<file path="config.mk">
export PLATFORM = sky130hd
export DESIGN_NAME = serial_mem_target
export DESIGN_NICKNAME = d
export VERILOG_FILES = /design/src/rtl/sm_tgt_pkg.sv /design/src/rtl/sm_line_sync.sv /design/src/rtl/sm_bus_events.sv /design/src/rtl/sm_byte_store.sv /design/src/rtl/sm_frame_ctrl.sv /design/src/rtl/serial_mem_target.sv
export SDC_FILE = /design/constraint.sdc
export NUM_CORES = 2
export LEC_CHECK = 0
export CAP_MARGIN = 20
export CORE_ASPECT_RATIO = 2
export CORE_MARGIN = 2
export CORE_UTILIZATION = 55
export DETAILED_ROUTE_END_ITERATION = 8
export GPL_ROUTABILITY_DRIVEN = 0
export PLACE_DENSITY_LB_ADDON = 0.2
export SYNTH_ARGS = -nofsm -noshare
export SYNTH_HDL_FRONTEND = slang
export SYNTH_SLANG_ARGS = --single-unit
export TNS_END_PERCENT = 30
</file>
<file path="constraint.sdc">
create_clock -name clk -period 5.4 [get_ports clk]
set_input_delay 1.35 -clock clk [delete_from_list [all_inputs] [get_ports clk]]
set_output_delay 1.35 -clock clk [all_outputs]
set_load 0.1 [all_outputs]
</file>
<file path="src/rtl/sm_tgt_pkg.sv">
package sm_tgt_pkg;

   typedef enum logic [2:0] {
      PH_IDLE   = 3'd0,
      PH_DEVSEL = 3'd1,
      PH_WORD   = 3'd2,
      PH_WRITE  = 3'd3,
      PH_READ   = 3'd4,
      PH_IGNORE = 3'd5
   } phase_t;

   localparam logic [3:0] BIT_LAST = 4'd8;
   localparam logic [3:0] ACK_DONE = 4'd9;

endpackage

</file>
<file path="src/rtl/sm_line_sync.sv">
module sm_line_sync #(
   parameter int STAGES = 2
) (
   input  logic clk,
   input  logic rst_n,
   input  logic din,
   output logic dout
);

   logic [STAGES-1:0] chain;

   generate
      if (STAGES < 2) begin : g_bad_depth
         $error("sm_line_sync: STAGES must be at least 2");
      end
      for (genvar i = 0; i < STAGES; i++) begin : g_stage
         if (i == 0) begin : g_first
            always_ff @(posedge clk or negedge rst_n) begin
               if (!rst_n) chain[0] <= 1'b1;
               else        chain[0] <= din;
            end
         end else begin : g_next
            always_ff @(posedge clk or negedge rst_n) begin
               if (!rst_n) chain[i] <= 1'b1;
               else        chain[i] <= chain[i-1];
            end
         end
      end
   endgenerate

   assign dout = chain[STAGES-1];

endmodule

</file>
<file path="src/rtl/sm_bus_events.sv">
module sm_bus_events #(
   parameter int STAGES = 2
) (
   input  logic clk,
   input  logic rst_n,
   input  logic scl_in,
   input  logic sda_in,
   output logic sda_s,
   output logic scl_rise,
   output logic scl_fall,
   output logic start_det,
   output logic stop_det
);

   logic scl_s;
   logic scl_q;
   logic sda_q;

   sm_line_sync #(.STAGES(STAGES)) u_scl_sync (
      .clk  (clk),
      .rst_n(rst_n),
      .din  (scl_in),
      .dout (scl_s)
   );

   sm_line_sync #(.STAGES(STAGES)) u_sda_sync (
      .clk  (clk),
      .rst_n(rst_n),
      .din  (sda_in),
      .dout (sda_s)
   );

   always_ff @(posedge clk or negedge rst_n) begin
      if (!rst_n) begin
         scl_q <= 1'b1;
         sda_q <= 1'b1;
      end else begin
         scl_q <= scl_s;
         sda_q <= sda_s;
      end
   end

   assign scl_rise  =  scl_s & ~scl_q;
   assign scl_fall  = ~scl_s &  scl_q;
   assign start_det =  scl_s &  scl_q &  sda_q & ~sda_s;
   assign stop_det  =  scl_s &  scl_q & ~sda_q &  sda_s;

endmodule

</file>
<file path="src/rtl/sm_byte_store.sv">
module sm_byte_store #(
   parameter int AW = 8,
   parameter int DW = 8
) (
   input  logic          clk,
   input  logic          we,
   input  logic [AW-1:0] waddr,
   input  logic [DW-1:0] wdata,
   input  logic [AW-1:0] raddr,
   output logic [DW-1:0] rdata
);

   localparam int DEPTH = 1 << AW;

   logic [DW-1:0] cells [DEPTH];

   always_ff @(posedge clk) begin
      if (we) cells[waddr] <= wdata;
   end

   assign rdata = cells[raddr];

endmodule

</file>
<file path="src/rtl/sm_frame_ctrl.sv">
module sm_frame_ctrl
   import sm_tgt_pkg::*;
#(
   parameter int               AW       = 8,
   parameter int               CODE_W   = 4,
   parameter int               SEL_W    = 3,
   parameter logic [CODE_W-1:0] DEV_CODE = 4'b1010
) (
   input  logic             clk,
   input  logic             rst_n,
   input  logic             sda_s,
   input  logic             scl_rise,
   input  logic             scl_fall,
   input  logic             start_det,
   input  logic             stop_det,
   input  logic [SEL_W-1:0] strap,
   input  logic [7:0]       rd_data,
   output logic             sda_oe,
   output logic [AW-1:0]    ptr,
   output logic             wr_en,
   output logic [AW-1:0]    wr_addr,
   output logic [7:0]       wr_data,
   output phase_t           state
);

   localparam int BYTE_W = CODE_W + SEL_W + 1;

   generate
      if (BYTE_W != 8) begin : g_bad_fmt
         $error("sm_frame_ctrl: code, select and direction must fill one byte");
      end
      if (AW < 1 || AW > 8) begin : g_bad_aw
         $error("sm_frame_ctrl: AW must lie in 1..8");
      end
   endgenerate

   logic [7:0] shreg;
   logic [7:0] tx;
   logic [3:0] cnt;
   logic       rw;
   logic       mack;
   logic       addr_hit;

   assign addr_hit = (shreg[7 -: CODE_W] == DEV_CODE) && (shreg[SEL_W:1] == strap);

   always_ff @(posedge clk or negedge rst_n) begin
      if (!rst_n) begin
         state   <= PH_IDLE;
         cnt     <= 4'd0;
         shreg   <= 8'd0;
         tx      <= 8'd0;
         ptr     <= '0;
         sda_oe  <= 1'b0;
         rw      <= 1'b0;
         mack    <= 1'b0;
         wr_en   <= 1'b0;
         wr_addr <= '0;
         wr_data <= 8'd0;
      end else begin
         wr_en <= 1'b0;
         if (start_det) begin
            state  <= PH_DEVSEL;
            cnt    <= 4'd0;
            sda_oe <= 1'b0;
         end else if (stop_det) begin
            state  <= PH_IDLE;
            cnt    <= 4'd0;
            sda_oe <= 1'b0;
         end else begin
            case (state)
               PH_DEVSEL, PH_WORD, PH_WRITE: begin
                  if (scl_rise && cnt < BIT_LAST) begin
                     shreg <= {shreg[6:0], sda_s};
                     cnt   <= cnt + 4'd1;
                  end else if (scl_fall && cnt == BIT_LAST) begin
                     if (state == PH_DEVSEL) begin
                        if (addr_hit) begin
                           sda_oe <= 1'b1;
                           rw     <= shreg[0];
                           cnt    <= ACK_DONE;
                        end else begin
                           state <= PH_IGNORE;
                           cnt   <= 4'd0;
                        end
                     end else if (state == PH_WORD) begin
                        ptr    <= shreg[AW-1:0];
                        sda_oe <= 1'b1;
                        cnt    <= ACK_DONE;
                     end else begin
                        wr_en   <= 1'b1;
                        wr_addr <= ptr;
                        wr_data <= shreg;
                        ptr     <= ptr + 1'b1;
                        sda_oe  <= 1'b1;
                        cnt     <= ACK_DONE;
                     end
                  end else if (scl_fall && cnt == ACK_DONE) begin
                     sda_oe <= 1'b0;
                     cnt    <= 4'd0;
                     if (state == PH_DEVSEL) begin
                        if (rw) begin
                           state  <= PH_READ;
                           tx     <= rd_data;
                           sda_oe <= ~rd_data[7];
                           ptr    <= ptr + 1'b1;
                        end else begin
                           state <= PH_WORD;
                        end
                     end else if (state == PH_WORD) begin
                        state <= PH_WRITE;
                     end
                  end
               end
               PH_READ: begin
                  if (scl_rise) begin
                     if (cnt < BIT_LAST) begin
                        cnt <= cnt + 4'd1;
                     end else if (cnt == BIT_LAST) begin
                        mack <= ~sda_s;
                        cnt  <= ACK_DONE;
                     end
                  end else if (scl_fall) begin
                     if (cnt < BIT_LAST) begin
                        sda_oe <= ~tx[3'd7 - cnt[2:0]];
                     end else if (cnt == BIT_LAST) begin
                        sda_oe <= 1'b0;
                     end else begin
                        cnt <= 4'd0;
                        if (mack) begin
                           tx     <= rd_data;
                           sda_oe <= ~rd_data[7];
                           ptr    <= ptr + 1'b1;
                        end else begin
                           state  <= PH_IGNORE;
                           sda_oe <= 1'b0;
                        end
                     end
                  end
               end
               default: begin
                  sda_oe <= 1'b0;
               end
            endcase
         end
      end
   end

endmodule

</file>
<file path="src/rtl/serial_mem_target.sv">
module serial_mem_target
   import sm_tgt_pkg::*;
#(
   parameter int                SYNC_STAGES = 2,
   parameter int                AW          = 8,
   parameter int                CODE_W      = 4,
   parameter int                SEL_W       = 3,
   parameter logic [CODE_W-1:0] DEV_CODE    = 4'b1010
) (
   input  logic             clk,
   input  logic             rst_n,
   input  logic             scl_i,
   input  logic             sda_i,
   output logic             sda_oe,
   input  logic [SEL_W-1:0] strap
);

   localparam int DW = 8;

   logic          sda_s;
   logic          scl_rise;
   logic          scl_fall;
   logic          start_det;
   logic          stop_det;
   logic [AW-1:0] ptr;
   logic          wr_en;
   logic [AW-1:0] wr_addr;
   logic [DW-1:0] wr_data;
   logic [DW-1:0] rd_data;
   phase_t        state;

   sm_bus_events #(.STAGES(SYNC_STAGES)) u_events (
      .clk      (clk),
      .rst_n    (rst_n),
      .scl_in   (scl_i),
      .sda_in   (sda_i),
      .sda_s    (sda_s),
      .scl_rise (scl_rise),
      .scl_fall (scl_fall),
      .start_det(start_det),
      .stop_det (stop_det)
   );

   sm_frame_ctrl #(
      .AW      (AW),
      .CODE_W  (CODE_W),
      .SEL_W   (SEL_W),
      .DEV_CODE(DEV_CODE)
   ) u_ctrl (
      .clk      (clk),
      .rst_n    (rst_n),
      .sda_s    (sda_s),
      .scl_rise (scl_rise),
      .scl_fall (scl_fall),
      .start_det(start_det),
      .stop_det (stop_det),
      .strap    (strap),
      .rd_data  (rd_data),
      .sda_oe   (sda_oe),
      .ptr      (ptr),
      .wr_en    (wr_en),
      .wr_addr  (wr_addr),
      .wr_data  (wr_data),
      .state    (state)
   );

   sm_byte_store #(.AW(AW), .DW(DW)) u_store (
      .clk  (clk),
      .we   (wr_en),
      .waddr(wr_addr),
      .wdata(wr_data),
      .raddr(ptr),
      .rdata(rd_data)
   );

endmodule

</file>
==> impl_results.md <==
- Result of the run: finished, final reports clean
- Site row count: 200
- H-tree levels: 4
- Register-to-Register Path Depth: 9
- Share of synthesized flip-flops with an asynchronous set or reset: 0.0271
- Synth area leaders: edfxtp_1 75%, mux4_2 14%, mux2i_1 1.8%
- Static Leakage: 28.5 nW
- Most common flop cell mapped by yosys: edfxtp_1
- Final-report setup violation count: 0
- Number of synthesized register bits: 2105
- Standard cell core area: 0.149 mm²
- Worst path top cell family by delay: multiplexers
- Clock skew after layout: 0.0357 ns
- Maximum count of clock buffers along a single path: 4
- Largest area contributor in the synthesized netlist: edfxtp_1
- Power per Cell Area: 502 mW/mm²
- Tightest slew margin relative to the limit: 0.183
- Share of the clock period used by the worst path: 0.780
- Syn Nets: 3915
- Reg-to-reg critical path startpoint: u_ctrl.ptr[0]
- Number of standard cells in the final layout excluding fillers: 6026
- Slowest stage cell on the critical path: dfrtp_4
- Setup Buffers After CTS: 0
- Tot GR Track Use: 0.279
- Proportion of netlist area held by the largest area contributor: 0.747
- Switch Pwr: 14.3 mW
- Data arrival time of the critical path: 4.90 ns
- Initial standard-cell utilization of the core: 0.554
- Synth warnings: 0
- Share of layout cells above drive strength 1: 0.230
- Sequence of cells on the critical path: buf_12, buf_12, mux4_2, mux4_2, mux2i_1, a32oi_1, a21oi_1, nor3_1, a22o_1
- Number of enable-type register cells in the synthesized netlist: 2048
- Most frequently used cell type in the post-synthesis netlist: edfxtp_1
- Worst-path fanout max: 36
- Clock root buffer: clkbuf_16
- Die Area: 0.153 mm²
- Final Slew Violations: 0
- HP Class: flip-flop to flip-flop
- Hold violation total from the final report: 0
- Detail Route Antenna Nets: 0
- Worst flop-to-flop path endpoint: u_ctrl.tx[6]
- Startpoint type of the worst setup path: flip-flop
- Sequential share of power: 0.434
- Max-cap check violation count: 0
- Count of buffer and inverter cells on the critical path: 2
- Net total in the final layout: 3988
- 1st-iter DRT viols: 4621
- RSZ-0062 raised after global routing: no
- Cell count after synthesis: 3903
- Die Span Y: 551 µm
- CP Capture Type: flip-flop
- Sequential fraction of the synthesis area: 0.764
- Top-Level Pins: 8
- Final core occ: 0.608
- CTS Hold Buffers Added: 0
- Proportion of power drawn by combinational gates: 0.288
- Minimum setup slack among reg-to-reg paths: 1.19 ns
- Post-cts gate resize count: 0
- Library cells used by synthesis: 64
- Instance count after placement with tap cells included: 5710
- Drt via density: 6.65
- Cell internal pwr: 31.1 mW
- Switching share of power: 0.315
- Initial antenna violation count: 2
- Largest net degree at the start of global routing: 209
- Most frequent cells after synthesis: 2048 x edfxtp_1, 522 x mux4_2, 312 x nor2_1, 147 x mux2i_1, 116 x clkbuf_1
- Worst setup startpoint: u_ctrl.ptr[0]
- Detailed Place HPWL: 134 mm
- Number of clock buffers inserted by TritonCTS: 178
- Hold WS: 0.365 ns
- Clock latency reported for the late side of the worst-skew pair: 0.81 ns
- Via count of the first global-routing pass: 40775
- Synthesized area per cell: 21.1 µm²
- Number of detailed-route iterations in the first pass: 5
- Post-Route WL: 211 mm
- Overflow left after global routing: 0
- Fmax achieved: 237 MHz
- Wire length of the first global-routing pass: 300 mm
- Worst path required time: 6.09 ns
- Layout-stage area growth over the synthesis result: 9.77%
- Clock power share: 0.277
- Max rail drop VDD: 339 µV
- PortBufs: 7
- Endpoint of the most critical setup path: u_ctrl.tx[6]
- Width of the die: 278 µm
- Number of cells on the critical path: 9
- Total negative setup slack: 0 ns
- Worst Max-Slew Pin Slew: 1.23 ns
- Worst Path Class, Setup: flip-flop to flip-flop
- Clock Pin Slew Worst Setup and Hold Paths: 0.07 ns
- Max stage delay on crit path: 0.89 ns
- Post-synthesis cell area: 0.0823 mm²
- Vias after detailed routing: 40074
- CTS sink count: 2105
- DRC violation count after routing: 0
- Clock tree from TritonCTS: yes
- Time the final worst path needs with I/O delays and setup: 4.21 ns
- Average wire length per cell after detail routing: 35.0 µm
- Tot Pwr: 45.4 mW
[cell type report]
type	instances	area [µm²]
well taps	1919	2400
clock inverters	89	857
inverters	12	52.6
repair buffers	127	1300
multi-input cells	1552	18100
flip-flops and latches	2105	63000
clock buffers	220	4690
fillers	10369	58200
diodes	2	5.00
[worst reg2reg max path, stage by stage, from the launching register on]
cell	delay, ns
dfrtp_4	0.89
buf_12	0.34
buf_12	0.31
mux4_2	0.64
mux4_2	0.48
mux2i_1	0.78
a32oi_1	0.17
a21oi_1	0.19
nor3_1	0.07
a22o_1	0.21
[power by group through the flow]
stage	Combinational [mW]	Clock, mW	Sequential, mW
6_report	13.1	12.6	19.7
5_1_grt	13.6	13.3	19.7
4_1_cts	13.1	12.7	19.7
3_5_place_dp	13.1	0	20.1
3_3_place_gp	13.0	0	20.0
2_1_floorplan	8.31	0	20.0
[flip-flops by register name, summed over array words and instances, names as in the netlist, 3 cells and up]
signal / cells
u_ctrl.cnt: 4
u_ctrl.ptr: 8
u_ctrl.shreg: 8
u_ctrl.wr_addr: 8
u_ctrl.wr_data: 8
u_ctrl.state: 3
u_ctrl.tx: 8
u_store.cells: 2048
[cell families after synthesis]
| logic type | after synthesis | share of synthesized area |
|---|---|---|
| compound gates | 302 | 0.0256 |
| xor+xnor | 4 | 0.000426 |
| fa+ha+maj | 5 | 0.000760 |
| buf+inv | 246 | 0.0160 |
| flops | 2105 | 0.764 |
| mux | 703 | 0.165 |
| simple gates | 538 | 0.0277 |
[cells in the final DEF, fill, tap and decap left out, drive strengths merged, types with 30 or more instances in the layout]
cell type and instances:
clkbuf 220, mux2i 147, clkinv 65, o21ai 36
nand2 95, mux2 34, a22oi 30, edfxtp 2048
o22ai 34, nand3 41, a21oi 63, nor2 312
buf 121, o221ai 59, dfrtp 51, mux4 522
[per-stage QoR]
stage               setup slack [ns]  cell area [µm²]
floorplan                       1.42            82300
global placement                1.27            84700
detailed placement              1.31            84800
CTS                             1.29            90300
global route                    1.14            90400
finish                          1.19            90400
[worst min-delay path by stage]
stage	endpoint	depth (start not counted)	startpoint
finish	u_events.u_sda_sync.dout	0	u_events.u_sda_sync.chain[0]
global route	u_events.u_sda_sync.dout	0	u_events.u_sda_sync.chain[0]
CTS	u_events.u_sda_sync.dout	0	u_events.u_sda_sync.chain[0]
detailed placement	u_events.u_scl_sync.dout	0	u_events.u_scl_sync.chain[0]
global placement	u_events.u_sda_sync.dout	0	u_events.u_sda_sync.chain[0]
floorplan	u_events.u_scl_sync.dout	0	u_events.u_scl_sync.chain[0]
[metal layers]
layer / up-vias / share of wire / global-route usage
met5: - / 0 / 0
met4: 0 / 0.068 / 0.161
li1: 16378 / - / -
met2: 1842 / 0.53 / 0.493
met3: 484 / 0.068 / 0.0393
met1: 21370 / 0.34 / 0.327
No activity file was read; power rests on OpenSTA's default activity.
